==> config.mk <==
export PLATFORM = sky130hd
export DESIGN_NAME = pwl_temp_conv
export DESIGN_NICKNAME = d
export VERILOG_FILES = /design/src/rtl/pwl_conv_pkg.sv /design/src/rtl/pwl_divider.sv /design/src/rtl/pwl_seg_select.sv /design/src/rtl/pwl_scale.sv /design/src/rtl/pwl_temp_conv.sv
export SDC_FILE = /design/constraint.sdc
export NUM_CORES = 2
export LEC_CHECK = 0
export BUFFER_PORTS_ARGS = -buffer_cell sky130_fd_sc_hd__buf_4
export CORE_UTILIZATION = 40
export DETAILED_ROUTE_END_ITERATION = 10
export GPL_TIMING_DRIVEN = 1
export PLACE_DENSITY = 0.6
export SLEW_MARGIN = 20
export SYNTH_ARGS = -nofsm -noshare
export SYNTH_HDL_FRONTEND = slang
export SYNTH_SLANG_ARGS = --single-unit
==> constraint.sdc <==
create_clock -name clk -period 7.1 [get_ports clk]
set_input_delay 0.355 -clock clk [delete_from_list [all_inputs] [get_ports clk]]
set_output_delay 0.355 -clock clk [all_outputs]
set_load 0.005 [all_outputs]
==> src/rtl/pwl_conv_pkg.sv <==
package pwl_conv_pkg;
  localparam int FRAC_BITS  = 7;
  localparam int MC_PER_DEG = 1000;
  localparam int MC_MIN     = -40000;
  localparam int MC_MAX     = 125000;
  localparam int MC_STEP    = 500;

  typedef enum logic [1:0] {
    ST_IDLE,
    ST_DIV1,
    ST_SCALE,
    ST_DIV2
  } conv_state_t;
endpackage

==> src/rtl/pwl_divider.sv <==
// Bit-serial restoring divider on unsigned magnitudes, one quotient bit per cycle.
module pwl_divider #(
  parameter int DW = 41,
  parameter int VW = 32
) (
  input  logic          clk,
  input  logic          rst_n,
  input  logic          start,
  input  logic [DW-1:0] dvd,
  input  logic [VW-1:0] dvs,
  output logic          done,
  output logic [DW-1:0] quo
);
  localparam int CW = $clog2(DW);

  logic          busy_q, busy_d;
  logic          done_q, done_d;
  logic [CW-1:0] cnt_q, cnt_d;
  logic [DW-1:0] quo_q, quo_d;
  logic [VW-1:0] rem_q, rem_d;
  logic [VW-1:0] dvs_q, dvs_d;
  logic [VW:0]   trial;
  logic          fits;

  always_comb begin
    busy_d = busy_q;
    done_d = 1'b0;
    cnt_d  = cnt_q;
    quo_d  = quo_q;
    rem_d  = rem_q;
    dvs_d  = dvs_q;
    trial  = {rem_q, quo_q[DW-1]};
    fits   = trial >= {1'b0, dvs_q};
    if (start) begin
      busy_d = 1'b1;
      cnt_d  = '0;
      quo_d  = dvd;
      rem_d  = '0;
      dvs_d  = dvs;
    end else if (busy_q) begin
      quo_d = {quo_q[DW-2:0], fits};
      rem_d = VW'(fits ? trial - {1'b0, dvs_q} : trial);
      cnt_d = cnt_q + 1'b1;
      if (cnt_q == CW'(DW-1)) begin
        busy_d = 1'b0;
        done_d = 1'b1;
      end
    end
  end

  always_ff @(posedge clk or negedge rst_n) begin
    if (!rst_n) begin
      busy_q <= 1'b0;
      done_q <= 1'b0;
      cnt_q  <= '0;
      quo_q  <= '0;
      rem_q  <= '0;
      dvs_q  <= '0;
    end else begin
      busy_q <= busy_d;
      done_q <= done_d;
      cnt_q  <= cnt_d;
      quo_q  <= quo_d;
      rem_q  <= rem_d;
      dvs_q  <= dvs_d;
    end
  end

  assign done = done_q;
  assign quo  = quo_q;
endmodule

==> src/rtl/pwl_seg_select.sv <==
// Segment choice and first-pass divider operands (magnitudes plus half-divisor rounding).
module pwl_seg_select import pwl_conv_pkg::*; #(
  parameter int CODE_W = 12,
  parameter int COEF_W = 32,
  parameter int DW     = COEF_W + FRAC_BITS + 2
) (
  input  logic [CODE_W-1:0]        code,
  input  logic [CODE_W-1:0]        brk,
  input  logic signed [COEF_W-1:0] a1,
  input  logic signed [COEF_W-1:0] b1,
  input  logic signed [COEF_W-1:0] a2,
  input  logic signed [COEF_W-1:0] b2,
  output logic [DW-1:0]            dvd_mag,
  output logic [COEF_W-1:0]        dvs_mag,
  output logic                     q_neg,
  output logic                     slope_zero
);
  localparam int PAD_W = COEF_W + 1 - CODE_W - FRAC_BITS;

  logic                     use_seg2;
  logic signed [COEF_W-1:0] a_sel, b_sel;
  logic signed [COEF_W:0]   diff;
  logic [COEF_W:0]          diff_mag;

  always_comb begin
    use_seg2   = code > brk;
    a_sel      = use_seg2 ? a2 : a1;
    b_sel      = use_seg2 ? b2 : b1;
    diff       = $signed({{PAD_W{1'b0}}, code, {FRAC_BITS{1'b0}}})
               - $signed({b_sel[COEF_W-1], b_sel});
    diff_mag   = diff[COEF_W] ? -diff : diff;
    dvs_mag    = a_sel[COEF_W-1] ? -a_sel : a_sel;
    dvd_mag    = DW'({diff_mag, {FRAC_BITS{1'b0}}}) + DW'(dvs_mag >> 1);
    q_neg      = diff[COEF_W] ^ a_sel[COEF_W-1];
    slope_zero = (a_sel == '0);
  end
endmodule

==> src/rtl/pwl_scale.sv <==
// Millidegree scaling, range window and second-pass (grid rounding) dividend.
module pwl_scale import pwl_conv_pkg::*; #(
  parameter int DW   = 41,
  parameter int MC_W = DW + 12
) (
  input  logic signed [DW:0] val,
  output logic               range_err,
  output logic               mc_neg,
  output logic [DW-1:0]      mag_rnd
);
  localparam logic signed [MC_W-1:0] MC_LO = MC_W'(MC_MIN);
  localparam logic signed [MC_W-1:0] MC_HI = MC_W'(MC_MAX);

  logic signed [MC_W-1:0] prod, mc;

  always_comb begin
    prod      = MC_W'(val) * MC_W'(MC_PER_DEG);
    mc        = prod >>> FRAC_BITS;
    range_err = (mc < MC_LO) || (mc > MC_HI);
    mc_neg    = mc[MC_W-1];
    mag_rnd   = DW'(mc_neg ? -mc : mc) + DW'(MC_STEP / 2);
  end
endmodule

==> src/rtl/pwl_temp_conv.sv <==
module pwl_temp_conv import pwl_conv_pkg::*; #(
  parameter int CODE_W = 12,
  parameter int COEF_W = 32,
  parameter int TEMP_W = 32
) (
  input  logic                     clk,
  input  logic                     rst_n,
  input  logic                     start,
  input  logic [CODE_W-1:0]        code,
  input  logic [CODE_W-1:0]        brk_code,
  input  logic signed [COEF_W-1:0] seg1_slope,
  input  logic signed [COEF_W-1:0] seg1_offset,
  input  logic signed [COEF_W-1:0] seg2_slope,
  input  logic signed [COEF_W-1:0] seg2_offset,
  output logic                     done,
  output logic                     err,
  output logic signed [TEMP_W-1:0] temp_mc
);
  localparam int DW   = COEF_W + FRAC_BITS + 2;
  localparam int MC_W = DW + 12;

  // reset: asserted asynchronously, released through two flops
  logic [1:0] rst_sync_q;
  logic       rst_ok;

  always_ff @(posedge clk or negedge rst_n) begin
    if (!rst_n) rst_sync_q <= '0;
    else        rst_sync_q <= {rst_sync_q[0], 1'b1};
  end
  assign rst_ok = rst_sync_q[1];

  conv_state_t       state_q, state_d;
  logic signed [DW:0] val_q, val_d;
  logic               qneg_q, qneg_d;
  logic               mneg_q, mneg_d;
  logic               done_q, done_d;
  logic               err_q, err_d;
  logic [TEMP_W-1:0]  temp_q, temp_d;

  logic [DW-1:0]      sel_dvd;
  logic [COEF_W-1:0]  sel_dvs;
  logic               sel_qneg, sel_zero;
  logic               sc_err, sc_neg;
  logic [DW-1:0]      sc_mag;
  logic               div_start, div_done;
  logic [DW-1:0]      div_dvd, div_q;
  logic [COEF_W-1:0]  div_dvs;
  logic [TEMP_W-1:0]  t_mag;
  logic               accept;

  pwl_seg_select #(.CODE_W(CODE_W), .COEF_W(COEF_W), .DW(DW)) i_sel (
    .code(code), .brk(brk_code),
    .a1(seg1_slope), .b1(seg1_offset), .a2(seg2_slope), .b2(seg2_offset),
    .dvd_mag(sel_dvd), .dvs_mag(sel_dvs), .q_neg(sel_qneg), .slope_zero(sel_zero)
  );

  pwl_scale #(.DW(DW), .MC_W(MC_W)) i_scale (
    .val(val_q), .range_err(sc_err), .mc_neg(sc_neg), .mag_rnd(sc_mag)
  );

  pwl_divider #(.DW(DW), .VW(COEF_W)) i_div (
    .clk(clk), .rst_n(rst_ok), .start(div_start),
    .dvd(div_dvd), .dvs(div_dvs), .done(div_done), .quo(div_q)
  );

  assign accept = start && (state_q == ST_IDLE);
  assign t_mag  = TEMP_W'(div_q) * TEMP_W'(MC_STEP);

  always_comb begin
    state_d   = state_q;
    val_d     = val_q;
    qneg_d    = qneg_q;
    mneg_d    = mneg_q;
    done_d    = 1'b0;
    err_d     = err_q;
    temp_d    = temp_q;
    div_start = 1'b0;
    div_dvd   = sel_dvd;
    div_dvs   = sel_dvs;
    case (state_q)
      ST_IDLE: begin
        if (start) begin
          qneg_d = sel_qneg;
          if (sel_zero) begin
            done_d = 1'b1;
            err_d  = 1'b1;
            temp_d = '0;
          end else begin
            div_start = 1'b1;
            state_d   = ST_DIV1;
          end
        end
      end
      ST_DIV1: begin
        if (div_done) begin
          val_d   = qneg_q ? -$signed({1'b0, div_q}) : $signed({1'b0, div_q});
          state_d = ST_SCALE;
        end
      end
      ST_SCALE: begin
        if (sc_err) begin
          done_d  = 1'b1;
          err_d   = 1'b1;
          temp_d  = '0;
          state_d = ST_IDLE;
        end else begin
          mneg_d    = sc_neg;
          div_start = 1'b1;
          div_dvd   = sc_mag;
          div_dvs   = COEF_W'(MC_STEP);
          state_d   = ST_DIV2;
        end
      end
      ST_DIV2: begin
        if (div_done) begin
          done_d  = 1'b1;
          err_d   = 1'b0;
          temp_d  = mneg_q ? -t_mag : t_mag;
          state_d = ST_IDLE;
        end
      end
      default: state_d = ST_IDLE;
    endcase
  end

  always_ff @(posedge clk or negedge rst_ok) begin
    if (!rst_ok) begin
      state_q <= ST_IDLE;
      val_q   <= '0;
      qneg_q  <= 1'b0;
      mneg_q  <= 1'b0;
      done_q  <= 1'b0;
      err_q   <= 1'b0;
      temp_q  <= '0;
    end else begin
      state_q <= state_d;
      val_q   <= val_d;
      qneg_q  <= qneg_d;
      mneg_q  <= mneg_d;
      done_q  <= done_d;
      err_q   <= err_d;
      temp_q  <= temp_d;
    end
  end

  assign done    = done_q;
  assign err     = err_q;
  assign temp_mc = temp_q;
endmodule

==> impl_results.md <==
- Status: completed
- Top FF cell, synth: dfrtp_1
- Synth Instances: 3570
- Top cell types by occurrence after synthesis: inv_1, ha_1, nand2_1, fa_1, o21ai_0
- Floorplan Core Area: 73450 um^2
- Core Util, Final: 49.40%
- CTS clk-pin slew, worst paths: 80 ps
- Die area: 75830 um^2
- Final number of hold-violating endpoints: 0
- Global-route wire length before repair: 140000 um
- Worst Path Arrival: 7240 ps
- Iteration-0 DRC count of the detailed router: 1512
- Leftover overflow at the end of global routing: 0
- Fraction of layout instances using a drive strength above 1: 19.04%
- Most frequent cell on the critical path: fa_1
- Kind of path behind the tightest hold check: input pin to asynchronous set/reset pin
- Post-synth top area cell: fa_1
- Fraction of registers with async set or reset after synthesis: 100.0%
- # fillers: 7160
- Starting density of the core: 40.69%
- Total DRC errors in the routed layout: 0
- Final instance count without filler cells: 5034
- H-tree lvl count: 4
- Top cell type's share of synthesized area: 17.35%
- Synth unique cells: 92
- Number of sinks handled by clock tree synthesis: 193
- Initial antenna violation count: 0
- Nets@finish: 4786
- Final HPWL DP: 72720 um
- Total via count in the routed design: 26362
- IO Count: 189
- Antenna cells: 0
- Number of max-cap violations: 0
- Final worst path period share: 97.25%
- Combined area of all synthesized cells: 29890 um^2
- Final routed wire length divided by cell count: 17.15 um
- Max-slew violation total from the final report: 0
- Area of all placed cells without fillers: 36290 um^2
- Unrepaired setup endpoints after global routing: yes
- Post-Synthesis Mean Instance Area: 8.373 um^2
- Total of flip-flops plus latches after synthesis: 193
- Slowest library cell on the worst path: or4_4
- Number of I/O port buffers: 186
- Instance count after placement with tap cells included: 4992
- Post-synthesis sequential area ratio: 16.16%
- Overall die height: 275.4 um
- Clk_lat worst skew: 460 ps
- CP required: 7440 ps
- Residual antenna-violating net count after detailed routing: 0
- Final-layout worst hold slack: 205.7 ps
- Warning count from the yosys run: 0
- Peak fanout along the critical path: 7
- Chip width: 275.4 um
- Final Wtd Congestion: 0.9389
- TritonRoute pass-1 iters: 7
- Number of endpoints failing setup at the final stage: 0
- Maximum clock frequency: 144.8 MHz
- Area added between synthesis and finish: 21.40%
- Number of global-route vias before repair: 26312
- TritonCTS buffer count: 17
- Vias/cell: 5.237
- EDFF count, synth: 0
- Critical path startpoint category: register
- Post-Route Skew: 17.52 ps
- Rel. slew slack: 31.95%
- Longest Clk Path Bufs: 2
- Minimum clock period after layout: 6905 ps
- Dominant cells by area after synthesis: fa_1, dfrtp_1, ha_1
- Type of the worst setup path: register to register
- # rows: 99
- Critical Path Max Stage Delay: 560 ps
- WL final: 86350 um
- Most common cell in the synthesized netlist: inv_1
- Kind of end point of the critical path: register
- Largest net degree at the start of global routing: 85
- GRT Util Overall: 23.06%
- Pin slew with the least headroom to its limit: 1021 ps
- CTS tree: done
- Clock root cell: clkbuf_16
- DP Area: 35160 um^2
==> logic make-up after synthesis <==
logic type      Yosys count  share of synthesized area (%)
buf+inv                 636                          8.066
flops                   193                          16.16
mux                     115                          3.935
compound gates          842                          18.00
fa+ha+maj               570                          30.36
other cells               2                        0.02512
xor+xnor                304                          8.933
simple gates            908                          14.53
==> sequential cells by signal (all words and copies together), names as in the netlist <==
name and count:
val_q 42, rst_sync_q 2, i_div.dvs_q 32, done 1, mneg_q 1, qneg_q 1
i_div.quo 41, temp_mc 30, err 1, i_div.done 1, i_div.rem_q 32, i_div.cnt_q 6
state_q 2, i_div.busy_q 1
==> metal layers <==
| metal | up-vias | share of wire (%) | global-route usage, % |
|---|---|---|---|
| li1 | 13192 | - | - |
| met1 | 12576 | 46 | 31.38 |
| met2 | 518 | 48 | 39.33 |
| met3 | 76 | 3.7 | 2.036 |
| met4 | 0 | 2.4 | 5.772 |
| met5 | - | 0 | 0 |
==> layout make-up <==
| type | instances | area [um^2] | area share [%] |
|---|---|---|---|
| clock buffer | 18 | 439.2 | 1.210 |
| tap | 959 | 1200 | 3.307 |
| timing repair buffer | 593 | 4558 | 12.56 |
| sequential | 193 | 4842 | 13.34 |
| multi-input combinational | 2742 | 23150 | 63.79 |
| clock inverter | 14 | 158.9 | 0.4379 |
| inverter | 515 | 1943 | 5.355 |
==> layout by cell type (no fill, tap or decap), types with 8 or more instances in the layout <==
master,count
o21a_1,26
o41ai_1,10
or4_1,12
fa_1,259
nand2_1,301
a21o_1,85
or2_2,15
nand4_1,33
mux2_2,12
nor3_1,82
xnor2_1,191
o211ai_1,17
dfrtp_1,187
nand3_1,57
nor2_1,196
o31a_1,8
o21bai_1,20
mux2i_1,99
and4_1,10
a211oi_1,26
clkbuf_16,20
a31oi_1,25
ha_4,10
o21ai_1,10
ha_1,299
buf_4,580
inv_2,17
and2_1,20
o21ai_0,206
nor4_1,13
a21oi_1,197
and3_1,27
xor2_1,112
o31ai_1,45
nand2b_1,19
inv_1,496
nor2b_1,26
or3_1,39
o22ai_1,35
a21oi_2,9
==> stage by stage <==
stage	worst slack [ps]	setup TNS, ps
finish	195.2	0
global route	-72.18	-1067
CTS	2.006	0
detailed placement	-298.5	-19220
global placement	-289.5	-17100
floorplan	-11.09	-11.09
==> critical path, delay by kind of cell (launching register included) <==
family	cells	cell delay [ps]
adders and majority gates	5	2330
and+or+nand+nor	9	1930
AOI/OAI and AO/OA	6	1170
DFF	1	360
buffers and inverters	9	930
==> final timing paths <==
check	from	end	slack [ps]	cells past startpoint
max reg2reg	val_q[5]$_DFFE_PN0P_	i_div.quo[37]$_DFFE_PN0P_	200	29
min reg2reg	rst_sync_q[1]$_DFF_PN0_	val_q[37]$_DFFE_PN0P_	240	0
min in group clk	start	state_q[0]$_DFFE_PN0P_	260	3
max in group asynchronous	rst_sync_q[1]$_DFF_PN0_	i_div.busy_q$_DFF_PN0_	5110	2
min	rst_n	rst_sync_q[1]$_DFF_PN0_	210	2
max	val_q[5]$_DFFE_PN0P_	i_div.quo[37]$_DFFE_PN0P_	200	29
==> timing repair <==
item	CTS	global route
gates resized for setup	11	96
setup endpoints to repair	143	146
buffers inserted	4	2
hold buffers	1	0
pin swaps	3	18
cloned	0	3
hold endpoints to repair	2	0
Power is not shown: default switching activity piles up to over one toggle a cycle in this logic, so the estimate is an artifact.
